$ cat config.mk
export PLATFORM = sky130hd
export DESIGN_NAME = sfd_sequencer
export DESIGN_NICKNAME = d
export VERILOG_FILES = /design/src/rtl/sfd_pkg.sv /design/src/rtl/sfd_plane_select.sv /design/src/rtl/sfd_sustain_pulser.sv /design/src/rtl/sfd_phase_fsm.sv /design/src/rtl/sfd_sequencer.sv
export SDC_FILE = /design/constraint.sdc
export NUM_CORES = 1
export LEC_CHECK = 0
export BUFFER_PORTS_ARGS = -buffer_cell sky130_fd_sc_hd__buf_4
export CORE_MARGIN = 8
export CORE_UTILIZATION = 40
export DETAILED_ROUTE_END_ITERATION = 10
export GPL_TIMING_DRIVEN = 0
export SLEW_MARGIN = 20
export SYNTH_ARGS = -nofsm -noshare
export SYNTH_HDL_FRONTEND = slang
export SYNTH_SLANG_ARGS = --single-unit
$ cat constraint.sdc
create_clock -name clk -period 3.5 [get_ports clk]
set_input_delay 0 -clock clk [delete_from_list [all_inputs] [get_ports clk]]
set_output_delay 0 -clock clk [all_outputs]
set_load 0.1 [all_outputs]
$ cat src/rtl/sfd_pkg.sv
package sfd_pkg;
    typedef enum logic [2:0] {
        PH_IDLE,
        PH_ERASE,
        PH_SCAN,
        PH_GAP,
        PH_SUSTAIN
    } phase_e;
endpackage

$ cat src/rtl/sfd_plane_select.sv
module sfd_plane_select #(
    parameter int COLS  = 4,
    parameter int PIX_W = 8,
    localparam int SF_W = $clog2(PIX_W)
) (
    input  logic                  en,
    input  logic [SF_W-1:0]       plane,
    input  logic [COLS*PIX_W-1:0] pixels,
    output logic [COLS-1:0]       bits
);
    localparam logic [SF_W-1:0] TOP_BIT = SF_W'(PIX_W - 1);

    // Sub-field index 0 carries the most significant bit.
    for (genvar c = 0; c < COLS; c++) begin : g_col
        logic [PIX_W-1:0] pix;
        assign pix     = pixels[c*PIX_W +: PIX_W];
        assign bits[c] = en & pix[TOP_BIT - plane];
    end
endmodule

$ cat src/rtl/sfd_sustain_pulser.sv
module sfd_sustain_pulser #(
    parameter int TOT_W = 24
) (
    input  logic             clk,
    input  logic             rst_n,
    input  logic             start,
    input  logic [TOT_W-1:0] total,
    output logic             sus_x,
    output logic             sus_y,
    output logic             burst_done
);
    typedef struct packed {
        logic             active;
        logic             ph;
        logic [TOT_W-1:0] cnt;
        logic [TOT_W-1:0] total;
        logic             done;
    } pul_s;

    pul_s pul_d, pul_q;

    always_comb begin
        pul_d      = pul_q;
        pul_d.done = 1'b0;
        if (start) begin
            pul_d.active = 1'b1;
            pul_d.ph     = 1'b0;
            pul_d.cnt    = '0;
            pul_d.total  = total;
        end else if (pul_q.active) begin
            if (pul_q.total == '0) begin
                pul_d.active = 1'b0;
                pul_d.done   = 1'b1;
            end else if (!pul_q.ph) begin
                pul_d.ph = 1'b1;
            end else begin
                pul_d.ph = 1'b0;
                if (pul_q.cnt == pul_q.total - 1'b1) begin
                    pul_d.active = 1'b0;
                    pul_d.done   = 1'b1;
                end else begin
                    pul_d.cnt = pul_q.cnt + 1'b1;
                end
            end
        end
    end

    always_ff @(posedge clk or negedge rst_n) begin
        if (!rst_n) pul_q <= '0;
        else        pul_q <= pul_d;
    end

    logic strobe;
    assign strobe     = pul_q.active & ~pul_q.ph & (pul_q.total != '0);
    assign sus_x      = strobe & ~pul_q.cnt[0];
    assign sus_y      = strobe &  pul_q.cnt[0];
    assign burst_done = pul_q.done;

    // Tracks which polarity fired last within a burst.
    logic last_x_q;
    always_ff @(posedge clk or negedge rst_n) begin
        if (!rst_n)     last_x_q <= 1'b0;
        else if (start) last_x_q <= 1'b0;
        else if (sus_x) last_x_q <= 1'b1;
        else if (sus_y) last_x_q <= 1'b0;
    end

    a_r6_never_both: assert property (@(posedge clk) disable iff (!rst_n)
        !(sus_x && sus_y));
    a_r6_low_after_strobe: assert property (@(posedge clk) disable iff (!rst_n)
        (sus_x || sus_y) |=> !(sus_x || sus_y));
    a_r6_x_after_y: assert property (@(posedge clk) disable iff (!rst_n)
        sus_x |-> !last_x_q);
    a_r6_y_after_x: assert property (@(posedge clk) disable iff (!rst_n)
        sus_y |-> last_x_q);
    a_r5_done_single: assert property (@(posedge clk) disable iff (!rst_n)
        burst_done |=> !burst_done);
endmodule

$ cat src/rtl/sfd_phase_fsm.sv
module sfd_phase_fsm
    import sfd_pkg::*;
#(
    parameter int LINES = 480,
    parameter int PIX_W = 8,
    parameter int CNT_W = 16,
    localparam int LINE_W = (LINES > 1) ? $clog2(LINES) : 1,
    localparam int SF_W   = $clog2(PIX_W),
    localparam int TOT_W  = CNT_W + PIX_W
) (
    input  logic              clk,
    input  logic              rst_n,
    input  logic              frame_start,
    input  logic [CNT_W-1:0]  base_t,
    input  logic [CNT_W-1:0]  reset_len,
    input  logic [CNT_W-1:0]  scan_len,
    input  logic [CNT_W-1:0]  gap_len,
    input  logic              sus_done,
    output logic              reset_en,
    output logic              scan_pulse,
    output logic [LINE_W-1:0] line_sel,
    output logic [SF_W-1:0]   plane,
    output logic              sus_start,
    output logic [TOT_W-1:0]  sus_total,
    output logic              frame_done
);
    localparam logic [LINE_W-1:0] LAST_LINE = LINE_W'(LINES - 1);
    localparam logic [SF_W-1:0]   LAST_SF   = SF_W'(PIX_W - 1);

    typedef struct packed {
        phase_e            state;
        logic [SF_W-1:0]   sf;
        logic [LINE_W-1:0] line;
        logic [CNT_W-1:0]  cnt;
        logic              start;
        logic              done;
    } fsm_s;

    fsm_s fsm_d, fsm_q;

    logic [CNT_W-1:0] erase_lim, scan_lim, gap_lim;
    assign erase_lim = (reset_len == '0) ? '0 : reset_len - 1'b1;
    assign scan_lim  = (scan_len  == '0) ? '0 : scan_len  - 1'b1;
    assign gap_lim   = (gap_len   == '0) ? '0 : gap_len   - 1'b1;

    always_comb begin
        fsm_d       = fsm_q;
        fsm_d.start = 1'b0;
        fsm_d.done  = 1'b0;
        unique case (fsm_q.state)
            PH_IDLE: begin
                if (frame_start) begin
                    fsm_d.state = PH_ERASE;
                    fsm_d.sf    = '0;
                    fsm_d.cnt   = '0;
                end
            end
            PH_ERASE: begin
                if (fsm_q.cnt == erase_lim) begin
                    fsm_d.state = PH_SCAN;
                    fsm_d.cnt   = '0;
                    fsm_d.line  = '0;
                end else begin
                    fsm_d.cnt = fsm_q.cnt + 1'b1;
                end
            end
            PH_SCAN: begin
                if (fsm_q.cnt == scan_lim) begin
                    fsm_d.state = PH_GAP;
                    fsm_d.cnt   = '0;
                end else begin
                    fsm_d.cnt = fsm_q.cnt + 1'b1;
                end
            end
            PH_GAP: begin
                if (fsm_q.cnt == gap_lim) begin
                    fsm_d.cnt = '0;
                    if (fsm_q.line == LAST_LINE) begin
                        fsm_d.state = PH_SUSTAIN;
                        fsm_d.start = 1'b1;
                    end else begin
                        fsm_d.state = PH_SCAN;
                        fsm_d.line  = fsm_q.line + 1'b1;
                    end
                end else begin
                    fsm_d.cnt = fsm_q.cnt + 1'b1;
                end
            end
            PH_SUSTAIN: begin
                if (sus_done) begin
                    if (fsm_q.sf == LAST_SF) begin
                        fsm_d.state = PH_IDLE;
                        fsm_d.done  = 1'b1;
                    end else begin
                        fsm_d.state = PH_ERASE;
                        fsm_d.sf    = fsm_q.sf + 1'b1;
                        fsm_d.cnt   = '0;
                    end
                end
            end
            default: fsm_d.state = PH_IDLE;
        endcase
    end

    always_ff @(posedge clk or negedge rst_n) begin
        if (!rst_n) begin
            fsm_q       <= '0;
            fsm_q.state <= PH_IDLE;
        end else begin
            fsm_q <= fsm_d;
        end
    end

    assign reset_en   = (fsm_q.state == PH_ERASE);
    assign scan_pulse = (fsm_q.state == PH_SCAN);
    assign line_sel   = fsm_q.line;
    assign plane      = fsm_q.sf;
    assign sus_start  = fsm_q.start;
    assign frame_done = fsm_q.done;
    assign sus_total  = TOT_W'(base_t) << (LAST_SF - fsm_q.sf);

    a_r3_line_in_range: assert property (@(posedge clk) disable iff (!rst_n)
        scan_pulse |-> (line_sel <= LAST_LINE));
    a_r2_phases_exclusive: assert property (@(posedge clk) disable iff (!rst_n)
        !(reset_en && scan_pulse));
    a_r7_done_one_cycle: assert property (@(posedge clk) disable iff (!rst_n)
        frame_done |=> !frame_done);
    a_r7_done_then_idle: assert property (@(posedge clk) disable iff (!rst_n)
        frame_done |-> !(reset_en || scan_pulse));
    a_r8_start_ignored_in_scan: assert property (@(posedge clk) disable iff (!rst_n)
        (scan_pulse && frame_start) |=> (plane == $past(plane)) && !reset_en);
    a_r3_line_holds_in_scan: assert property (@(posedge clk) disable iff (!rst_n)
        (scan_pulse && $past(scan_pulse)) |-> $stable(line_sel));
endmodule

$ cat src/rtl/sfd_sequencer.sv
module sfd_sequencer #(
    parameter int LINES = 480,
    parameter int COLS  = 4,
    parameter int PIX_W = 8,
    parameter int CNT_W = 16,
    localparam int LINE_W = (LINES > 1) ? $clog2(LINES) : 1,
    localparam int SF_W   = $clog2(PIX_W),
    localparam int TOT_W  = CNT_W + PIX_W
) (
    input  logic                  clk,
    input  logic                  rst_n,
    input  logic                  frame_start,
    input  logic [CNT_W-1:0]      base_t,
    input  logic [CNT_W-1:0]      reset_len,
    input  logic [CNT_W-1:0]      scan_len,
    input  logic [CNT_W-1:0]      gap_len,
    input  logic [COLS*PIX_W-1:0] rd_pixels,
    output logic                  reset_en,
    output logic                  scan_pulse,
    output logic [LINE_W-1:0]     line_sel,
    output logic [COLS-1:0]       addr_data,
    output logic                  sus_x,
    output logic                  sus_y,
    output logic                  frame_done
);
    logic [SF_W-1:0]  plane;
    logic             sus_start;
    logic             sus_done;
    logic [TOT_W-1:0] sus_total;

    sfd_phase_fsm #(
        .LINES (LINES),
        .PIX_W (PIX_W),
        .CNT_W (CNT_W)
    ) fsm_i (
        .clk         (clk),
        .rst_n       (rst_n),
        .frame_start (frame_start),
        .base_t      (base_t),
        .reset_len   (reset_len),
        .scan_len    (scan_len),
        .gap_len     (gap_len),
        .sus_done    (sus_done),
        .reset_en    (reset_en),
        .scan_pulse  (scan_pulse),
        .line_sel    (line_sel),
        .plane       (plane),
        .sus_start   (sus_start),
        .sus_total   (sus_total),
        .frame_done  (frame_done)
    );

    sfd_plane_select #(
        .COLS  (COLS),
        .PIX_W (PIX_W)
    ) plane_i (
        .en     (scan_pulse),
        .plane  (plane),
        .pixels (rd_pixels),
        .bits   (addr_data)
    );

    sfd_sustain_pulser #(
        .TOT_W (TOT_W)
    ) pulser_i (
        .clk        (clk),
        .rst_n      (rst_n),
        .start      (sus_start),
        .total      (sus_total),
        .sus_x      (sus_x),
        .sus_y      (sus_y),
        .burst_done (sus_done)
    );

    a_r4_no_data_outside_scan: assert property (@(posedge clk) disable iff (!rst_n)
        !scan_pulse |-> (addr_data == '0));
    a_r6_no_strobe_while_addressing: assert property (@(posedge clk) disable iff (!rst_n)
        (reset_en || scan_pulse) |-> !(sus_x || sus_y));
endmodule

==> implementation parameters, run 1 <==
Parameter                              Value

Clock network
  CTS Root Cell ... sky130_fd_sc_hd__clkbuf_16
  Buffers from clock root to sink, at most ... 2
  Clk Latency, worst-skew pair ... 350 ps
  TritonCTS clock tree ... built
  Clock slew at reported path FFs ... 60 ps
  Clock buffer count from CTS ... 9
  CTS HTree Levels ... 3
  Sinks on the clock net ... 83

Power and ir drop
  Switch share ... 33.4%
  Int Power ... 1.98 mW
  Switching Power ... 0.994 mW
  Relative contribution of combinational cells to total power ... 29.2%
  Power density over cell area ... 280 nW/µm²
  Fraction of power consumed by sequential logic ... 36.1%
  Clock power frac ... about a third
  Largest vdd supply drop ... 0.000269 V
  Leak pwr ... 4.14 nW

Routing
  Top metal layer carrying routed signals ... met5
  Remaining DRCs ... 0
  Antenna-violating nets left ... 0
  Via density ... 6.01
  Wire length reported by the detailed router ... 29.1 mm
  DR WL/cell ... 18.9 µm
  Routed length on met2 ... 12.3 mm
  Initial detailed-routing violation count ... approximately 740
  First-pass iteration count of the detailed router ... 5
  Vias post-DR ... between 9,000 and 10,000
  Routed met3 length ... 1.79 mm
  Detailed-route wire length on metal 1 ... 14.6 mm

Timing
  Max-slew headroom ... 46.4%
  Unrepaired setup endpoints after global routing ... true
  Finish-stage setup viols ... 0
  Fin crit period ... 3350 ps
  Max-slew violation count ... 0
  Worst-margin pin slew ... about 800 ps
  Hold violation total from the final report ... 0
  Final critical-path share of the clock period ... 95.8%
  Max Clock Freq ... about 300 MHz
  Worst hold slack ... roughly 25 ps
  Total Negative Setup Slacks ... 0 ps
  Setup clock skew after layout ... 5.98 ps

Layout
  Synth-to-layout area growth ... 18.5%
  # nets final ... 1,360
  Final std cell area, no fill ... 10,600 µm²
  Fraction of layout cells with a size suffix above 1 ... between 10% and 20%
  Fillcell total ... 2,250
  Final core utilization ... 47.7%
  Most frequent cells in the layout ... sky130_fd_sc_hd__buf_4, sky130_fd_sc_hd__nor2_1, sky130_fd_sc_hd__nand2_1, sky130_fd_sc_hd__dfrtp_1, sky130_fd_sc_hd__nand3_1
  Non-Filler Instances ... 1,542
  Most common library cell in the layout ignoring fill and taps ... sky130_fd_sc_hd__buf_4

Die
  Number of placement rows ... 55
  Die Height ... 166 µm
  DIE WIDTH ... 166 µm
  Die area ... 27,500 µm²
  I/O pin total ... 117
  Initial Util ... between 40 and 50%
  Core area ... 22,300 µm²

Synthesis
  Top flip-flop cell by instance count after synthesis ... sky130_fd_sc_hd__dfrtp_1
  Cell area after synthesis ... ~9000 µm²
  Number of warnings issued by yosys ... 0
  Count of flip-flops with a built-in enable after synthesis ... 0
  Synthesis-stage register bit count ... 83
  Register area share after synthesis ... between 20% and 30%
  Post-synth ARST share ... 100%
  Post-synthesis cell type count ... 95
  Net count after synthesis ... ~1,200
  Post-Syn Area per Cell ... 7.97 µm²
  Gate count after technology mapping ... roughly 1,100

Min path
  Number of cells traversed by the worst hold path ... 3
  Worst hold start ... base_t[0]
  Class of the tightest hold or removal check ... in2reg
  Worst Hold Path EP ... pulser_i.pul_q[1]

Worst setup path
  Category of the worst setup path capture point ... register
  Kind of start point of the critical path ... register
  Worst reg2reg startpoint ... pulser_i.pul_q[3]
  Cells on worst reg2reg path ... 11
  Data arrival at the endpoint of the critical path ... 3620 ps
  Register-to-register path setup slack ... 150 ps
  Maximum fanout count along the critical path ... 10
  Data required time at the worst endpoint ... 3770 ps
  Endpoint of the most critical register-to-register path ... pulser_i.pul_q[32]
  Path type of the worst setup path ... reg2reg

Global routing
  Global route overflow ... 0
  Total track usage ... about a fifth
  Maximum number of pins on one net before global-route repair ... 84
  Number of antenna violations at the first check in global routing ... 2
  Global-route wire length before repair ... 47.3 mm
  Via count of the first global-routing pass ... a little under 9,000

Place
  Port-buffer cells ... ~110
  Dpl cells ... 1,519
  Gp weighted congestion ... 0.925
  Detailed-placement wirelength estimate ... approximately 23 mm
  Placed Instance Area ... just over 10,000 µm²

Run
  Max_cap viols ... 0

Run status
  Result of the run ... complete, no violations
cell type report:
| type | count | area (µm²) | share of cell area, % |
|---|---|---|---|
| antenna | 1 | 2.50 | 0.0235 |
| buffer | 80 | 405 | 3.81 |
| clock buffer | 10 | 229 | 2.15 |
| clock inverter | 6 | 88.8 | 0.836 |
| inverter | 36 | 135 | 1.27 |
| multi-input combinational | 924 | 6450 | 60.7 |
| sequential | 83 | 2080 | 19.6 |
| tap | 285 | 357 | 3.36 |
| timing repair buffer | 117 | 885 | 8.32 |
worst max-delay path by stage:
stage                     cells past startpoint              start  slack [ps]                 end
final                                        11  pulser_i.pul_q[3]         150  pulser_i.pul_q[32]
after global routing                         12  pulser_i.pul_q[1]         -20  pulser_i.pul_q[46]
after CTS                                    11  pulser_i.pul_q[3]           3  pulser_i.pul_q[44]
after detailed placement                     15       reset_len[0]        -280   fsm_i.line_sel[6]
after global placement                       15       reset_len[0]        -260   fsm_i.line_sel[6]
after floorplan                               6  pulser_i.pul_q[8]         160               sus_y
critical path, cell delays in order (launching register included):
cell and delay [ps]:
sky130_fd_sc_hd__dfrtp_1 360, sky130_fd_sc_hd__clkbuf_1 240, sky130_fd_sc_hd__or4_1 720, sky130_fd_sc_hd__nor3_1 340
sky130_fd_sc_hd__a21oi_1 120, sky130_fd_sc_hd__a41o_1 210, sky130_fd_sc_hd__mux2i_1 130, sky130_fd_sc_hd__o22ai_1 120
sky130_fd_sc_hd__and4_1 170, sky130_fd_sc_hd__buf_2 170, sky130_fd_sc_hd__or4_1 500, sky130_fd_sc_hd__a31oi_1 170
cell usage after synthesis (12+ instances only):
master / count / area, µm²
sky130_fd_sc_hd__o31ai_1: 17 / 128
sky130_fd_sc_hd__dfrtp_1: 83 / 2080
sky130_fd_sc_hd__a31oi_1: 17 / 106
sky130_fd_sc_hd__xnor2_1: 39 / 342
sky130_fd_sc_hd__buf_4: 13 / 97.6
sky130_fd_sc_hd__nor2_1: 94 / 353
sky130_fd_sc_hd__mux2i_1: 55 / 551
sky130_fd_sc_hd__or2_2: 12 / 75.1
sky130_fd_sc_hd__o21ai_0: 49 / 245
sky130_fd_sc_hd__or3_1: 19 / 119
sky130_fd_sc_hd__or4_1: 16 / 120
sky130_fd_sc_hd__nor3b_1: 20 / 150
sky130_fd_sc_hd__nor4_1: 18 / 113
sky130_fd_sc_hd__nand3b_1: 12 / 90.1
sky130_fd_sc_hd__a21oi_1: 63 / 315
sky130_fd_sc_hd__inv_1: 35 / 131
sky130_fd_sc_hd__and3_1: 19 / 119
sky130_fd_sc_hd__nand4_1: 27 / 169
sky130_fd_sc_hd__xor2_1: 24 / 210
sky130_fd_sc_hd__clkbuf_1: 51 / 191
sky130_fd_sc_hd__nor3_1: 31 / 155
sky130_fd_sc_hd__nand3_1: 65 / 325
sky130_fd_sc_hd__nor2b_1: 15 / 93.8
sky130_fd_sc_hd__nand2_1: 82 / 308
state kept, by name, indices dropped and copies added (netlist names):
register             flops
pulser_i.pul_q          49
fsm_i.fsm_q             19
fsm_i.line_sel           9
fsm_i.plane              3
fsm_i.frame_done         1
fsm_i.sus_start          1
pulser_i.burst_done      1
through the flow:
stage                     worst slack, ps  power (mW)
after floorplan                       160        1.61
after global placement               -255        1.93
after detailed placement             -276        1.93
after CTS                            3.13        2.98
after global routing                -18.8        3.12
final                                 147        2.98
metal layers:
metal  track usage [%]  vias up
met5                 0        -
met4              5.05        2
li1                  -     4514
met3              3.24       34
met2              30.4      305
met1              30.0     4409
cell families after synthesis:
family	after synthesis	share of synthesized area, %
and+or+nand+nor	501	31.9
DFF	83	23.2
muxes	71	9.15
AOI/OAI and AO/OA	276	21.4
buffers and inverters	119	6.08
xor gates and xnor gates	66	6.90
adders and majority gates	10	1.39
power by group through the flow:
stage | sequential (mW) | clock, mW | combinational, mW
final | 1.07 | 1.03 | 0.868
after global routing | 1.07 | 1.09 | 0.956
after CTS | 1.07 | 1.06 | 0.854
after detailed placement | 1.09 | 0 | 0.848
after global placement | 1.09 | 0 | 0.840
after floorplan | 1.05 | 0 | 0.553
timing repair:
action	in CTS	in global routing
setup endpoints to repair	24	51
buffers inserted	4	4
gates resized for setup	9	13
pin swaps	1	4
cloned	0	0
hold endpoints to repair	83	0
hold buffers	1	0
(Power assumes the default switching activity.)
==> run 2: changes to the inputs <==
--- a/config.mk
+++ b/config.mk
@@ -6,6 +6,7 @@
 export NUM_CORES = 1
 export LEC_CHECK = 0
 export BUFFER_PORTS_ARGS = -buffer_cell sky130_fd_sc_hd__buf_4
+export CAP_MARGIN = 30
 export CORE_MARGIN = 8
 export CORE_UTILIZATION = 40
 export DETAILED_ROUTE_END_ITERATION = 10
@@ -13,4 +14,5 @@
 export SLEW_MARGIN = 20
 export SYNTH_ARGS = -nofsm -noshare
 export SYNTH_HDL_FRONTEND = slang
+export SYNTH_HIERARCHICAL = 1
 export SYNTH_SLANG_ARGS = --single-unit
==> run 2 against run 1 <==
Largest power group is now clock. Flip-flop and latch count increased by 1. Utilization up 1.2 points. Combinational power is 64% lower. Final cell count is 6.8% lower. Via count decreased by 11%. Wire length decreased by 15%. Cell area down 4.0%. Maximum frequency shrank 0.99%. Worst hold slack better by 14 ps. Clock power increased by 11%. Setup slack worse by 34 ps.
==> implementation parameters, run 2 <==
Parameter                              Value

Run status
  Result of the run ... complete, no violations (unchanged)

Routing
  DR WL/cell ... 17.2 µm (was 18.9 µm)
  Initial detailed-routing violation count ... 421 (was 738)
  Via density ... 5.74 (was 6.01)
  Antenna-violating nets left ... 0 (unchanged)
  Vias post-DR ... 8,253 (was 9,264)
  Wire length reported by the detailed router ... 24.8 mm (was 29.1 mm)
  Remaining DRCs ... 0 (unchanged)
  First-pass iteration count of the detailed router ... 5 (unchanged)

Synthesis
  Cell area after synthesis ... 8440 µm² (was 8970 µm²)
  Post-synth ARST share ... 100% (unchanged)
  Net count after synthesis ... 1,133 (was 1,235)
  Top flip-flop cell by instance count after synthesis ... sky130_fd_sc_hd__dfrtp_1 (unchanged)
  Largest area contributor in the netlist ... sky130_fd_sc_hd__dfrtp_1 (unchanged)
  Post-synthesis cell type count ... 85 (was 95)
  Synth cell count leaders ... sky130_fd_sc_hd__dfrtp_1, sky130_fd_sc_hd__nand2_1, sky130_fd_sc_hd__nor2_1 (was sky130_fd_sc_hd__nor2_1, sky130_fd_sc_hd__dfrtp_1, sky130_fd_sc_hd__nand2_1)
  Count of flip-flops with a built-in enable after synthesis ... 0 (unchanged)
  Synthesis-stage register bit count ... 84 (was 83)
  Area share of the largest cell type after synthesis ... 24.9% (was 23.2%)
  Post-Syn Area per Cell ... 8.24 µm² (was 7.97 µm²)
  Number of warnings issued by yosys ... 6 (was 0)
  Gate count after technology mapping ... 1,024 (was 1,126)
  Dominant cell by count in the synthesized netlist ... sky130_fd_sc_hd__dfrtp_1 (was sky130_fd_sc_hd__nor2_1)
  Register area share after synthesis ... 24.9% (was 23.2%)
  Top cells by area in the synthesized netlist ... sky130_fd_sc_hd__dfrtp_1, sky130_fd_sc_hd__mux2_2, sky130_fd_sc_hd__xnor2_1 (was sky130_fd_sc_hd__dfrtp_1, sky130_fd_sc_hd__mux2i_1, sky130_fd_sc_hd__nor2_1)

Worst setup path
  Ordered list of cells on the worst path ... or4_4 > buf_6 > or4_4 > or3_1 > nand3_1 > nor4_1 > and4bb_1 > buf_6 > buf_8 > nor4_4 > mux2_1 (was clkbuf_1 > or4_1 > nor3_1 > a21oi_1 > a41o_1 > mux2i_1 > o22ai_1 > and4_1 > buf_2 > or4_1 > a31oi_1)
  Path type of the worst setup path ... reg2reg (unchanged)
  Register-to-register path setup slack ... 110 ps (was 150 ps)
  Maximum fanout count along the critical path ... 9 (was 10)
  Kind of start point of the critical path ... register (unchanged)
  Crit path max-delay cell type ... sky130_fd_sc_hd__or4_4 (was sky130_fd_sc_hd__or4_1)
  Critical Path Max Stage Delay ... 540 ps (was 720 ps)
  Category of the worst setup path capture point ... register (unchanged)
  Data arrival at the endpoint of the critical path ... 3610 ps (was 3620 ps)
  Data required time at the worst endpoint ... 3720 ps (was 3770 ps)

Timing
  Hold violation total from the final report ... 0 (unchanged)
  Final critical-path share of the clock period ... 96.8% (was 95.8%)
  Max-slew violation count ... 0 (unchanged)
  Finish-stage setup viols ... 0 (unchanged)
  Setup clock skew after layout ... 7.83 ps (was 5.98 ps)
  Max Clock Freq ... 295 MHz (was 298 MHz)
  Worst-margin pin slew ... 874 ps (was 804 ps)
  Fin crit period ... 3390 ps (was 3350 ps)
  Max-slew headroom ... 41.2% (was 46.4%)

Die
  Die Height ... 161 µm (was 166 µm)
  I/O pin total ... 117 (unchanged)
  DIE WIDTH ... 161 µm (was 166 µm)
  Core area ... 20,900 µm² (was 22,300 µm²)
  Initial Util ... 40.4% (was 40.2%)
  Number of placement rows ... 53 (was 55)
  Die area ... 26,000 µm² (was 27,500 µm²)

Layout
  Antenna cells ... 0 (was 1)
  Largest regs ... pulser_i/pul_q (50), fsm_i/fsm_q (19), fsm_i/line_sel (9) (was pulser_i.pul_q (49), fsm_i.fsm_q (19), fsm_i.line_sel (9))
  Final std cell area, no fill ... 10,200 µm² (was 10,600 µm²)
  Most frequent cells in the layout ... sky130_fd_sc_hd__buf_4, sky130_fd_sc_hd__nand2_1, sky130_fd_sc_hd__dfrtp_1 (was sky130_fd_sc_hd__buf_4, sky130_fd_sc_hd__nor2_1, sky130_fd_sc_hd__nand2_1, sky130_fd_sc_hd__dfrtp_1, sky130_fd_sc_hd__nand3_1)
  Final core utilization ... 48.9% (was 47.7%)
  # nets final ... 1,267 (was 1,360)
  Synth-to-layout area growth ... 21.0% (was 18.5%)
  Number of flip-flops under the largest register name ... 50 (was 49)
  Most common library cell in the layout ignoring fill and taps ... sky130_fd_sc_hd__buf_4 (unchanged)
  Largest register by flop count ... pulser_i/pul_q (was pulser_i.pul_q)
  Fraction of layout cells with a size suffix above 1 ... 22.2% (was 19.3%)

Place
  Gp weighted congestion ... 0.847 (was 0.925)
  Placed Instance Area ... 9650 µm² (was 10,100 µm²)
  Detailed-placement wirelength estimate ... 19.0 mm (was 22.5 mm)
  Port-buffer cells ... 111 (was 108)

Global routing
  Maximum number of pins on one net before global-route repair ... 55 (was 84)
  Global route overflow ... 0 (unchanged)
  Via count of the first global-routing pass ... 7,846 (was 8,880)
  Number of antenna violations at the first check in global routing ... 0 (was 2)
  Global-route wire length before repair ... 40.0 mm (was 47.3 mm)
  Total track usage ... 18.4% (was 20.4%)

Clock network
  CTS HTree Levels ... 3 (unchanged)
  Sinks on the clock net ... 84 (was 83)
  Buffers from clock root to sink, at most ... 2 (unchanged)
  CTS Root Cell ... sky130_fd_sc_hd__clkbuf_16 (unchanged)
  Clock buffer count from CTS ... 9 (unchanged)
  TritonCTS clock tree ... built (unchanged)
  Clock slew at reported path FFs ... 60 ps (about the same)
  Clk Latency, worst-skew pair ... 340 ps (was 350 ps)

Min path
  Class of the tightest hold or removal check ... in2reg (unchanged)

Power and ir drop
  Power density over cell area ... 238 nW/µm² (was 280 nW/µm²)
  Leak pwr ... 4.25 nW (was 4.14 nW)
  Largest vdd supply drop ... 0.000231 V (was 0.000269 V)

Run
  Max_cap viols ... 0 (unchanged)
## run 2: changes by cell type after synthesis, sizes merged, moves of 13 or more
cell	before	now
xor2	24	37
nand3	65	36
a21oi	63	45
mux2	8	43
mux2i	55	28
nor3	31	50
nor2	94	79
## run 2: cells by family (layout without fill, tap and decap cells)
kind of cell / Yosys count / in the layout / share of synthesized area, %
simple gates: 449 / 449 / 29.8
buf+inv: 105 / 243 / 6.23
compound gates: 209 / 209 / 15.9
other cells: 1 / 1 / 0.0444
mux: 82 / 82 / 12.0
xor+xnor: 84 / 84 / 9.56
fa+ha+maj: 10 / 10 / 1.48
flops: 84 / 84 / 24.9
## run 2: report_power, final
group	switching (mW)	internal, mW	total, mW
Combinational	0.156	0.156	0.312
Clock	0.377	0.764	1.14
Sequential	0	0.971	0.971
Total	0.534	1.89	2.42
## run 2: area by class of cell
class / instances / area (µm²)
plain buffers: 78 / 444
clock inverters: 5 / 125
flip-flops and latches: 84 / 2110
repair buffers: 124 / 951
clock buffers: 10 / 229
multi-input cells: 835 / 5910
well taps: 275 / 344
inverters: 26 / 97.6
fillers: 2076 / 10700
## run 2: worst max-delay path: cells and delay by family (launching register included)
family / cells / cell delay (ps)
buffers and inverters: 3 / 440
flip-flops: 1 / 420
multiplexers: 1 / 350
AND/OR/NAND/NOR: 7 / 2070
## run 2: repair_timing
item / CTS / global route
pin swaps: 0 / 5
gates resized for setup: 4 / 23
setup endpoints to repair: 25 / 43
setup buffers: 0 / 10
gates cloned: 0 / 0
endpoints found under the hold margin: 30 / 0
hold buffers: 1 / 0
## run 2: layer usage
| metal | track usage, % | part of all wire (%) | vias up |
|---|---|---|---|
| met5 | 0 | 0 | - |
| met4 | 4.76 | 1.2 | 0 |
| met3 | 2.42 | 4.9 | 20 |
| met2 | 29.2 | 45 | 195 |
| met1 | 25.8 | 49 | 3979 |
| li1 | - | - | 4059 |
## run 2: worst paths after layout
path | from | cells past startpoint | end
max in group asynchronous | rst_n | 3 | pulser_i/pul_q[18]
min in group asynchronous | rst_n | 2 | pulser_i/pul_q[3]
hold / removal | frame_start | 5 | fsm_i/fsm_q[30]
setup / recovery | pulser_i/pul_q[16] | 11 | pulser_i/pul_q[33]
setup reg to reg | pulser_i/pul_q[16] | 11 | pulser_i/pul_q[33]
hold reg to reg | pulser_i/burst_done | 1 | fsm_i/fsm_q[32]
## run 2: metrics by stage
stage | power, mW | hold WS (ps) | worst slack, ps | cells | TNS, ps
floorplan | 1.13 | -296 | 70.5 | 1024 | 0
detailed placement | 1.30 | -20.4 | -237 | 1411 | -3870
finish | 2.42 | 39.0 | 114 | 1437 | 0
global placement | 1.29 | 278 | -210 | 1410 | -3170
CTS | 2.45 | 28.3 | -34.1 | 1427 | -34.1
global route | 2.52 | 73.2 | -14.0 | 1437 | -14.0
